`src/rtl/lsc_pkg.sv`:
```
package lsc_pkg;

    localparam int unsigned INSTR_W = 32;
    localparam int unsigned RIDX_W  = 5;
    localparam int unsigned OFF_W   = 16;

    localparam logic [5:0] OPCODE_REG   = 6'd0;
    localparam logic [5:0] OPCODE_LOAD  = 6'd35;
    localparam logic [5:0] OPCODE_STORE = 6'd43;
    localparam logic [5:0] FUNCT_ADD    = 6'd32;
    localparam logic [5:0] FUNCT_SUB    = 6'd34;

    typedef enum logic [2:0] {
        OPC_NOP   = 3'd0,
        OPC_ADD   = 3'd1,
        OPC_SUB   = 3'd2,
        OPC_LOAD  = 3'd3,
        OPC_STORE = 3'd4
    } op_class_e;

    typedef struct packed {
        op_class_e cls;
        logic      reg_we;
        logic      dst_is_rt;
        logic      wb_mem;
        logic      mem_we;
        logic      mem_re;
        logic      alu_sub;
        logic      use_imm;
    } ctrl_t;

endpackage

```
`src/rtl/lsc_pc.sv`:
```
module lsc_pc #(
    parameter int unsigned XLEN = 32,
    parameter int unsigned STEP = 4
) (
    input  logic            clk,
    input  logic            rst_n,
    output logic [XLEN-1:0] pc_o
);
    localparam logic [XLEN-1:0] STEP_V = XLEN'(STEP);

    logic [XLEN-1:0] pc_q;

    always_ff @(posedge clk) begin
        if (!rst_n) pc_q <= '0;
        else        pc_q <= pc_q + STEP_V;
    end

    assign pc_o = pc_q;


    pc_step_chk: assert property (@(posedge clk) disable iff (!rst_n)
        rst_n |=> (pc_q == $past(pc_q) + STEP_V));


    pc_reset_chk: assert property (@(posedge clk)
        !rst_n |=> (pc_q == '0));

endmodule

```
`src/rtl/lsc_decode.sv`:
```
module lsc_decode
    import lsc_pkg::*;
#(
    parameter int unsigned XLEN = 32
) (
    input  logic [INSTR_W-1:0] instr,
    output ctrl_t              ctrl,
    output logic [RIDX_W-1:0]  rs_idx,
    output logic [RIDX_W-1:0]  rt_idx,
    output logic [RIDX_W-1:0]  rd_idx,
    output logic [XLEN-1:0]    imm_ext
);
    logic [5:0]       opcode;
    logic [5:0]       funct;
    logic [OFF_W-1:0] off;

    assign opcode  = instr[31:26];
    assign funct   = instr[5:0];
    assign off     = instr[15:0];
    assign rs_idx  = instr[25:21];
    assign rt_idx  = instr[20:16];
    assign rd_idx  = instr[15:11];
    assign imm_ext = {{(XLEN-OFF_W){off[OFF_W-1]}}, off};

    op_class_e cls;

    always_comb begin
        cls = OPC_NOP;
        unique case (opcode)
            OPCODE_REG: begin
                unique case (funct)
                    FUNCT_ADD: cls = OPC_ADD;
                    FUNCT_SUB: cls = OPC_SUB;
                    default:   cls = OPC_NOP;
                endcase
            end
            OPCODE_LOAD:  cls = OPC_LOAD;
            OPCODE_STORE: cls = OPC_STORE;
            default:      cls = OPC_NOP;
        endcase
    end

    always_comb begin
        ctrl     = '0;
        ctrl.cls = cls;
        unique case (cls)
            OPC_ADD: begin
                ctrl.reg_we = 1'b1;
            end
            OPC_SUB: begin
                ctrl.reg_we  = 1'b1;
                ctrl.alu_sub = 1'b1;
            end
            OPC_LOAD: begin
                ctrl.reg_we    = 1'b1;
                ctrl.dst_is_rt = 1'b1;
                ctrl.wb_mem    = 1'b1;
                ctrl.mem_re    = 1'b1;
                ctrl.use_imm   = 1'b1;
            end
            OPC_STORE: begin
                ctrl.mem_we  = 1'b1;
                ctrl.use_imm = 1'b1;
            end
            default: begin
                ctrl.reg_we = 1'b0;
            end
        endcase
    end

endmodule

```
`src/rtl/lsc_regfile.sv`:
```
module lsc_regfile #(
    parameter int unsigned XLEN = 32,
    parameter int unsigned NREG = 32,
    localparam int unsigned AW  = $clog2(NREG)
) (
    input  logic            clk,
    input  logic            rst_n,
    input  logic [AW-1:0]   ra_a,
    input  logic [AW-1:0]   ra_b,
    output logic [XLEN-1:0] rdata_a,
    output logic [XLEN-1:0] rdata_b,
    input  logic            we,
    input  logic [AW-1:0]   wa,
    input  logic [XLEN-1:0] wd
);
    logic [XLEN-1:0] regs [NREG];

    always_ff @(posedge clk) begin
        if (!rst_n) begin
            for (int i = 0; i < NREG; i++) regs[i] <= '0;
        end else if (we && (wa != '0)) begin
            regs[wa] <= wd;
        end
    end

    assign rdata_a = regs[ra_a];
    assign rdata_b = regs[ra_b];


    zero_read_a_chk: assert property (@(posedge clk) disable iff (!rst_n)
        (ra_a == '0) |-> (rdata_a == '0));


    zero_read_b_chk: assert property (@(posedge clk) disable iff (!rst_n)
        (ra_b == '0) |-> (rdata_b == '0));


    write_commit_chk: assert property (@(posedge clk) disable iff (!rst_n)
        (we && (wa != '0)) |=> (regs[$past(wa)] == $past(wd)));

endmodule

```
`src/rtl/lsc_addsub.sv`:
```
module lsc_addsub #(
    parameter int unsigned XLEN = 32
) (
    input  logic [XLEN-1:0] a,
    input  logic [XLEN-1:0] b,
    input  logic            sub,
    output logic [XLEN-1:0] y
);
    logic [XLEN-1:0] b_eff;
    logic [XLEN-1:0] cin;

    assign b_eff = sub ? ~b : b;
    assign cin   = {{(XLEN-1){1'b0}}, sub};
    assign y     = a + b_eff + cin;

endmodule

```
`src/rtl/lsc_core.sv`:
```
module lsc_core
    import lsc_pkg::*;
#(
    parameter int unsigned XLEN    = 32,
    parameter int unsigned NREG    = 32,
    parameter int unsigned PC_STEP = 4
) (
    input  logic               clk,
    input  logic               rst_n,
    output logic [XLEN-1:0]    imem_addr,
    input  logic [INSTR_W-1:0] imem_rdata,
    output logic [XLEN-1:0]    dmem_addr,
    output logic [XLEN-1:0]    dmem_wdata,
    input  logic [XLEN-1:0]    dmem_rdata,
    output logic               dmem_we,
    output logic               dmem_re
);
    ctrl_t             ctrl;
    logic [RIDX_W-1:0] rs_idx;
    logic [RIDX_W-1:0] rt_idx;
    logic [RIDX_W-1:0] rd_idx;
    logic [XLEN-1:0]   imm_ext;
    logic [XLEN-1:0]   rs_val;
    logic [XLEN-1:0]   rt_val;
    logic [XLEN-1:0]   alu_b;
    logic [XLEN-1:0]   alu_y;
    logic [XLEN-1:0]   wb_data;
    logic [RIDX_W-1:0] wb_idx;
    logic              wb_en;

    lsc_pc #(.XLEN(XLEN), .STEP(PC_STEP)) u_pc (
        .clk  (clk),
        .rst_n(rst_n),
        .pc_o (imem_addr)
    );

    lsc_decode #(.XLEN(XLEN)) u_dec (
        .instr  (imem_rdata),
        .ctrl   (ctrl),
        .rs_idx (rs_idx),
        .rt_idx (rt_idx),
        .rd_idx (rd_idx),
        .imm_ext(imm_ext)
    );

    lsc_regfile #(.XLEN(XLEN), .NREG(NREG)) u_rf (
        .clk    (clk),
        .rst_n  (rst_n),
        .ra_a   (rs_idx),
        .ra_b   (rt_idx),
        .rdata_a(rs_val),
        .rdata_b(rt_val),
        .we     (wb_en),
        .wa     (wb_idx),
        .wd     (wb_data)
    );

    assign alu_b = ctrl.use_imm ? imm_ext : rt_val;

    lsc_addsub #(.XLEN(XLEN)) u_alu (
        .a  (rs_val),
        .b  (alu_b),
        .sub(ctrl.alu_sub),
        .y  (alu_y)
    );

    always_comb begin
        wb_en   = rst_n & ctrl.reg_we;
        wb_idx  = ctrl.dst_is_rt ? rt_idx : rd_idx;
        wb_data = ctrl.wb_mem ? dmem_rdata : alu_y;
    end

    assign dmem_addr  = alu_y;
    assign dmem_wdata = rt_val;
    assign dmem_we    = rst_n & ctrl.mem_we;
    assign dmem_re    = rst_n & ctrl.mem_re;


    store_op_chk: assert property (@(posedge clk) disable iff (!rst_n)
        dmem_we |-> ((imem_rdata[31:26] == OPCODE_STORE) && (dmem_wdata == rt_val)));


    load_op_chk: assert property (@(posedge clk) disable iff (!rst_n)
        dmem_re |-> (imem_rdata[31:26] == OPCODE_LOAD));


    strobe_excl_chk: assert property (@(posedge clk) disable iff (!rst_n)
        $onehot0({dmem_we, dmem_re}));


    ea_sext_chk: assert property (@(posedge clk) disable iff (!rst_n)
        (dmem_we || dmem_re) |->
        ((dmem_addr - rs_val) == {{(XLEN-OFF_W){imem_rdata[15]}}, imem_rdata[15:0]}));


    sub_inverse_chk: assert property (@(posedge clk) disable iff (!rst_n)
        (ctrl.cls == OPC_SUB) |-> ((alu_y + rt_val) == rs_val));


    nop_quiet_chk: assert property (@(posedge clk) disable iff (!rst_n)
        (ctrl.cls == OPC_NOP) |-> (!wb_en && !dmem_we && !dmem_re));

endmodule

```
`config.mk`:
```
export PLATFORM = sky130hd
export DESIGN_NAME = lsc_core
export DESIGN_NICKNAME = d
export VERILOG_FILES = /design/src/rtl/lsc_pkg.sv /design/src/rtl/lsc_pc.sv /design/src/rtl/lsc_decode.sv /design/src/rtl/lsc_regfile.sv /design/src/rtl/lsc_addsub.sv /design/src/rtl/lsc_core.sv
export SDC_FILE = /design/constraint.sdc
export NUM_CORES = 2
export LEC_CHECK = 0
export BUFFER_PORTS_ARGS = -buffer_cell sky130_fd_sc_hd__buf_2
export CAP_MARGIN = 30
export CELL_PAD_IN_SITES_DETAIL_PLACEMENT = 0
export CELL_PAD_IN_SITES_GLOBAL_PLACEMENT = 1
export CORE_MARGIN = 5
export CORE_UTILIZATION = 35
export CTS_BUF_LIST = sky130_fd_sc_hd__clkbuf_8
export CTS_CLUSTER_SIZE = 25
export DETAILED_ROUTE_END_ITERATION = 12
export PLACE_DENSITY = 0.7
export SYNTH_ARGS = -nofsm -noshare
export SYNTH_HDL_FRONTEND = slang
export SYNTH_SLANG_ARGS = --single-unit
export TNS_END_PERCENT = 50
```
`constraint.sdc`:
```
create_clock -name clk -period 5.9 [get_ports clk]
set_clock_uncertainty 0.2 [all_clocks]
set_input_delay 0.295 -clock clk [delete_from_list [all_inputs] [get_ports clk]]
set_output_delay 0.295 -clock clk [all_outputs]
set_load 0.02 [all_outputs]
```
## After elaboration in Yosys (flattened, before gate mapping)

Memories as Yosys holds them, arrays and structs flattened.
Index checks and enable logic that the tools add are counted.

- Memories kept: 1
- Memory bits (writable): 1024
- Bits in registers: 32
- Logic and storage cells: 42
- Bits of input ports: 66
- Output and inout bits: 98

- Reductions and logical operators: 6
- Bitwise operators: 4
- Equality and inequality tests: 8
- Mux-type cells: 19
- Add/subtract/negate cells: 3

Memories:

| name | depth | bits a word | read ports | clocked after memory_dff | wr ports | RTL line | source |
|---|---|---|---|---|---|---|---|
| u_rf.regs | 32 | 32 | 2 | 0 | 32 | lsc_regfile.sv:16 | `logic [XLEN-1:0] regs [NREG];` |

Operators with widths:

| kind | count |
|---|---|
| 32-bit 2-to-1 mux | 4 |
| 32-bit by 1-bit adder with 32-bit output | 1 |
| 32-bit by 3-bit adder with 32-bit output, second input constant | 1 |
| 32-bit adder | 1 |
| 32-bit NOT | 1 |
| 32-bit OR reduction | 1 |
| 6-bit == test, second input constant | 4 |
| 1-bit 2-to-1 mux | 10 |
| 5-bit 2-to-1 mux | 2 |
| 3-bit one-hot mux with 3 select lines | 1 |
| 3-bit by 2-bit == test with 1-bit output, second input constant | 2 |
| 6-bit logical NOT | 1 |
| 5-bit nonzero test | 1 |
| 2-bit one-hot mux with 2 select lines | 1 |
| 1-bit bitwise AND | 3 |
| 3-bit by 1-bit == test with 1-bit output, second input constant | 1 |
| 3-bit == test, second input constant | 1 |
| 3-bit OR reduction | 1 |
| 2-bit 2-to-1 mux | 1 |
| 2-bit OR reduction | 1 |
| 1-bit logical AND | 1 |

## Logic depth before layout (Yosys ltp)

- Depth after elaboration: 13
- Mapped depth: 25
- Gate-level depth less buffers: 20

## Modules after synthesis

From an unflattened synthesis, not the netlist that was laid out.

- Cell total of the unflattened synthesis: 5208
- Area, all modules: 60885.9 um^2

Modules (own cells, without submodules):

| module | cells an instance | instances | area an instance (um^2) | sequential area each (um^2) |
|---|---|---|---|---|
| lsc_regfile | 4609 | 1 | 55715.9 | 30749.5 |
| lsc_addsub | 288 | 1 | 2087.0 | 0.0 |
| lsc_pc | 165 | 1 | 1448.9 | 600.6 |
| lsc_core | 80 | 1 | 1163.6 | 0.0 |
| lsc_decode | 66 | 1 | 470.5 | 0.0 |

## Worst setup path before layout

Ideal clock, no wire load.

- Path kind: input -> register
- Start point: input imem_rdata[16]
- End point: memory u_rf.regs[10][28] (data pin)
- Buffers on the path: 6
- Stages on the path: 23
- Slack: -0.081 ns
- Data arrival time: 5.515 ns
- Setup time: 0.266 ns
- Data required time: 5.434 ns
- Cells stage by stage: buf_6 -> buf_6 -> buf_2 -> buf_2 -> buf_1 -> mux4_2 -> mux4_2 -> mux2_2 -> mux2i_1 -> xor2_1 -> ha_1 -> nor2b_1 -> o21a_1 -> o21ai_1 -> a311oi_1 -> a211oi_1 -> a211oi_1 -> o21ai_1 -> a21boi_1 -> a21oi_1 -> mux2i_1 -> clkbuf_1 -> nor2_1

RTL lines:

| what | RTL line | source |
|---|---|---|
| start: declaration | lsc_core.sv:11 | `input logic [INSTR_W-1:0] imem_rdata,` |
| end: declaration | lsc_regfile.sv:16 |  |

==> metrics.md <==
| Metric | Value |
|---|---|
| Post-route minimum period | `a little over 6 ns` |
| Drt first pass iters | `5` |
| DRC violation count after routing | `0` |
| Fmax achieved | `approximately 160 MHz` |
| Mean Syn Cell Area | `roughly 15 um^2` |
| Yosys reg bits | `about 1.1k` |
| Initial cell density of the core | `0.351` |
| Launching element type of the critical path | `flip-flop` |
| Worst-Skew Late Latency | `0.92 ns` |
| Cell total after placement | `a little over 6k` |
| Number of antenna violations at the first check in global routing | `12` |
| Violations in the final reports | `negative setup slack` |
| CTS tree | `done` |
| Post-Route WL | `214 mm` |
| DIE WIDTH | `a little over 400 um` |
| Post-synth ARST share | `0` |
| Number of sinks handled by clock tree synthesis | `1054` |
| Worst endpoint data arrival time | `5.70 ns` |
| Routed length per placed instance | `around 33 um` |
| Pin count of the biggest net entering global routing | `43` |
| Critical path capture point type | `output port` |
| WS Path Type | `reg -> out` |
| DPL Wire Length | `between 100 and 150 mm` |
| Share of total power in sequential cells | `0.418` |
| Die Y-Extent | `between 400 and 500 um` |
| Via count of the first global-routing pass | `about 39k` |
| Number of standard cells in the layout, taps in and fillers out | `6417` |
| Clock root buffer | `clkbuf_8` |
| Sequential cell area | `between 30000 and 40000 um^2` |
| Die Footprint | `167000 um^2` |
| H-tree level count | `4` |
| Multi-input combinational cell area | `23500 um^2` |
| Total power of the final layout | `between 20000 and 25000 uW` |
| Class of the worst hold path | `in -> reg` |
| Routed Antenna Nets | `0` |
| Largest vdd supply drop | `about 0.0003 V` |
| Row count | `between 100 and 150` |
| Post-synthesis cell count | `3749` |
| Synth area leaders | `edfxtp_1 (55%), mux4_2 (25%), nor2_1 (7.1%)` |
| Total track usage | `0.252` |
| Pwr per Cell Area | `around 310 nW/um^2` |
| Layout area overhead | `19.2%` |
| Required @ worst endpoint | `approximately 5.4 ns` |
| Proportion of synthesized chip area in sequential cells | `0.564` |
| Outcome | `finished with violations` |
| Fraction of synthesized cell area taken by the top area cell type | `0.553` |
| Final hold vios | `0` |
| Power share of the combinational group | `0.280` |
| Dominant cell by count in the synthesized netlist | `nor2_1` |
| Slew Limit Headroom | `0.308` |
| Quantity of I/O buffers inserted on ports | `161` |
| First-pass GRT wire length | `just under 300 mm` |
| Yosys top cell by area | `edfxtp_1` |
| Global route total overflow | `0` |
| Slew at the pin closest to its max-slew limit | `roughly 1.0 ns` |
| Filler cell count | `14.4k` |
| Share of post-route cells with drive strength above 1 | `0.379` |
| Routability-driven placement congestion ratio | `approximately 0.90` |
| Register clock-pin slew on the reported worst setup and hold paths | `around 0.060 ns` |
| Max Slew Vio Count | `0` |
| Iteration-0 DRC Markers | `around 5.9k` |
| Setup WS post-layout | `-0.294 ns` |
| Internal portion of total power | `13900 uW` |
| Area of the mapped netlist | `~56000 um^2` |
| Proportion of total power due to net switching | `0.326` |
| Static leakage | `0.0240 uW` |
| Most common flop cell mapped by yosys | `edfxtp_1` |
| Via total after detailed routing | `about 39k` |
| Average via count per standard cell | `6.10` |
| Count of synthesis-stage warnings from yosys | `0` |
| IO Pins | `between 150 and 200` |
| Final setup violation count | `10` |
| CTS max path bufs | `3` |
| Post-layout nets | `4307` |
| Maximum Capacitance Violations | `0` |
| Worst Path Max Fanout | `3` |
| Distinct cell type count of the synthesized netlist | `63` |
| Count of flip-flops with a built-in enable after synthesis | `between 1k and 1.5k` |
| List of most frequent post-synthesis cells | `nor2_1 (1054), edfxtp_1 (1024), mux4_2 (620)` |
| Final Cycle Share | `1.05` |
| Number of buffers added by the clock tree synthesis step | `178` |
| Net switching power of the design | `about 6700 uW` |
| RSZ-0062 raised after global routing | `yes` |
| Share of power burned in the clock network | `0.302` |
| Area of the placeable core | `around 160000 um^2` |
-- timing repair --
action | CTS | global route
hold endpoints to repair | 948 | 0
setup buffers | 17 | 25
hold buffers | 31 | 0
resized for setup | 72 | 56
pin swaps | 30 | 32
endpoints found under the setup margin | 21 | 53
-- per-layer routing --
metal | global-route usage | vias to the layer above | share of wire
li1 | - | 15319 | -
met1 | 0.343 | 20173 | 0.37
met2 | 0.371 | 3099 | 0.44
met3 | 0.0855 | 529 | 0.14
met4 | 0.106 | 6 | 0.047
met5 | 0 | - | 0.00017
-- cell usage in the layout, fill, tap and decap left out, drive strengths merged, types with 10 or more instances in the layout --
master       netlist  final
nor2            1054   1054
edfxtp          1024   1024
mux4             620    620
buf              107    592
clkbuf           269    180
nand2            100    100
mux2i             77     77
inv               18     68
clkinv             1     68
mux2              60     60
xor2              56     56
o21ai             43     43
nand3             41     41
a21oi             35     35
conb               1     34
dlygate4sd3        0     31
ha                31     31
dfxtp             30     30
xnor2             30     30
a21o              18     18
nor2b             10     10
nor3              10     10
a22oi             10     10
-- power groups by stage --
stage          sequential (uW)  clock (uW)  combinational, uW
6_report                  8580        6220               5760
5_1_grt                   8600        6640               6000
4_1_cts                   8580        6290               5490
3_5_place_dp              8730           0               5280
3_3_place_gp              8710           0               5260
2_1_floorplan             8680           0               2840
-- path summary, 6_finish.rpt --
path                             startpoint                         endpoint  slack, ns  depth (start not counted)
min                          dmem_rdata[25]  u_rf.regs[28][25]$_SDFFCE_PN0P_       0.14                          6
max          u_rf.regs[22][1]$_SDFFCE_PN0P_                    dmem_addr[30]      -0.29                         25
max reg2reg  u_rf.regs[22][1]$_SDFFCE_PN0P_  u_rf.regs[20][30]$_SDFFCE_PN0P_       0.34                         26
min reg2reg        u_pc.pc_o[26]$_SDFF_PN0_         u_pc.pc_o[26]$_SDFF_PN0_       0.31                          2
-- stage by stage --
| step | hold WS, ns | util | area (um^2) | TNS (ns) | worst slack [ns] |
|---|---|---|---|---|---|
| final | 0.139 | 0.419 | 66300 | -1.21 | -0.294 |
| after global routing | 0.147 | 0.419 | 66300 | -5.02 | -0.508 |
| after CTS | 0.0326 | 0.417 | 65900 | -2.91 | -0.284 |
| after detailed placement | 0.297 | 0.392 | 62000 | -34.57 | -0.389 |
| after global placement | 0.256 | 0.391 | 61900 | -28.84 | -0.307 |
| after floorplan | 0.315 | - | 55700 | -0.0588 | -0.00993 |
-- cells by family after synthesis --
logic type	count (synthesis)	synth area share
buf+inv	395	0.0292
compound gates	148	0.0171
fa+ha+maj	32	0.00734
mux	757	0.277
other cells	1	0.0000675
flops	1054	0.564
xor+xnor	86	0.0137
simple gates	1276	0.0914
-- final cells by class --
class,count,share of cell area
clock buffers,180,0.0374
clock inverters,130,0.0111
flip-flops and latches,1054,0.473
multi-input cells,2333,0.354
repair buffers,623,0.0840
well taps,2072,0.0391
diodes,6,0.000226
inverters,19,0.00111
-- critical path, stage by stage (launching register included) --
cell and delay, ns:
edfxtp_1 0.39, mux4_2 0.48, mux4_2 0.57, mux2i_1 0.18
buf_4 0.14, nand2_2 0.06, xnor2_2 0.15, nand2_1 0.05
o21a_1 0.16, inv_2 0.05, fa_2 0.33, nor2b_1 0.12
o21a_1 0.15, o21ai_2 0.07, a311oi_2 0.29, buf_6 0.21
a211oi_4 0.08, a211oi_2 0.32, o21ai_2 0.10, a21boi_1 0.13
buf_4 0.13, o21a_1 0.10, nor2_1 0.05, xnor2_1 0.13
buf_4 0.18, buf_6 0.13
-- flip-flops by register name, summed over array words and instances (netlist names) --
name       cells
u_rf.regs   1024
u_pc.pc_o     30
Power figures use the tool's default switching activity.
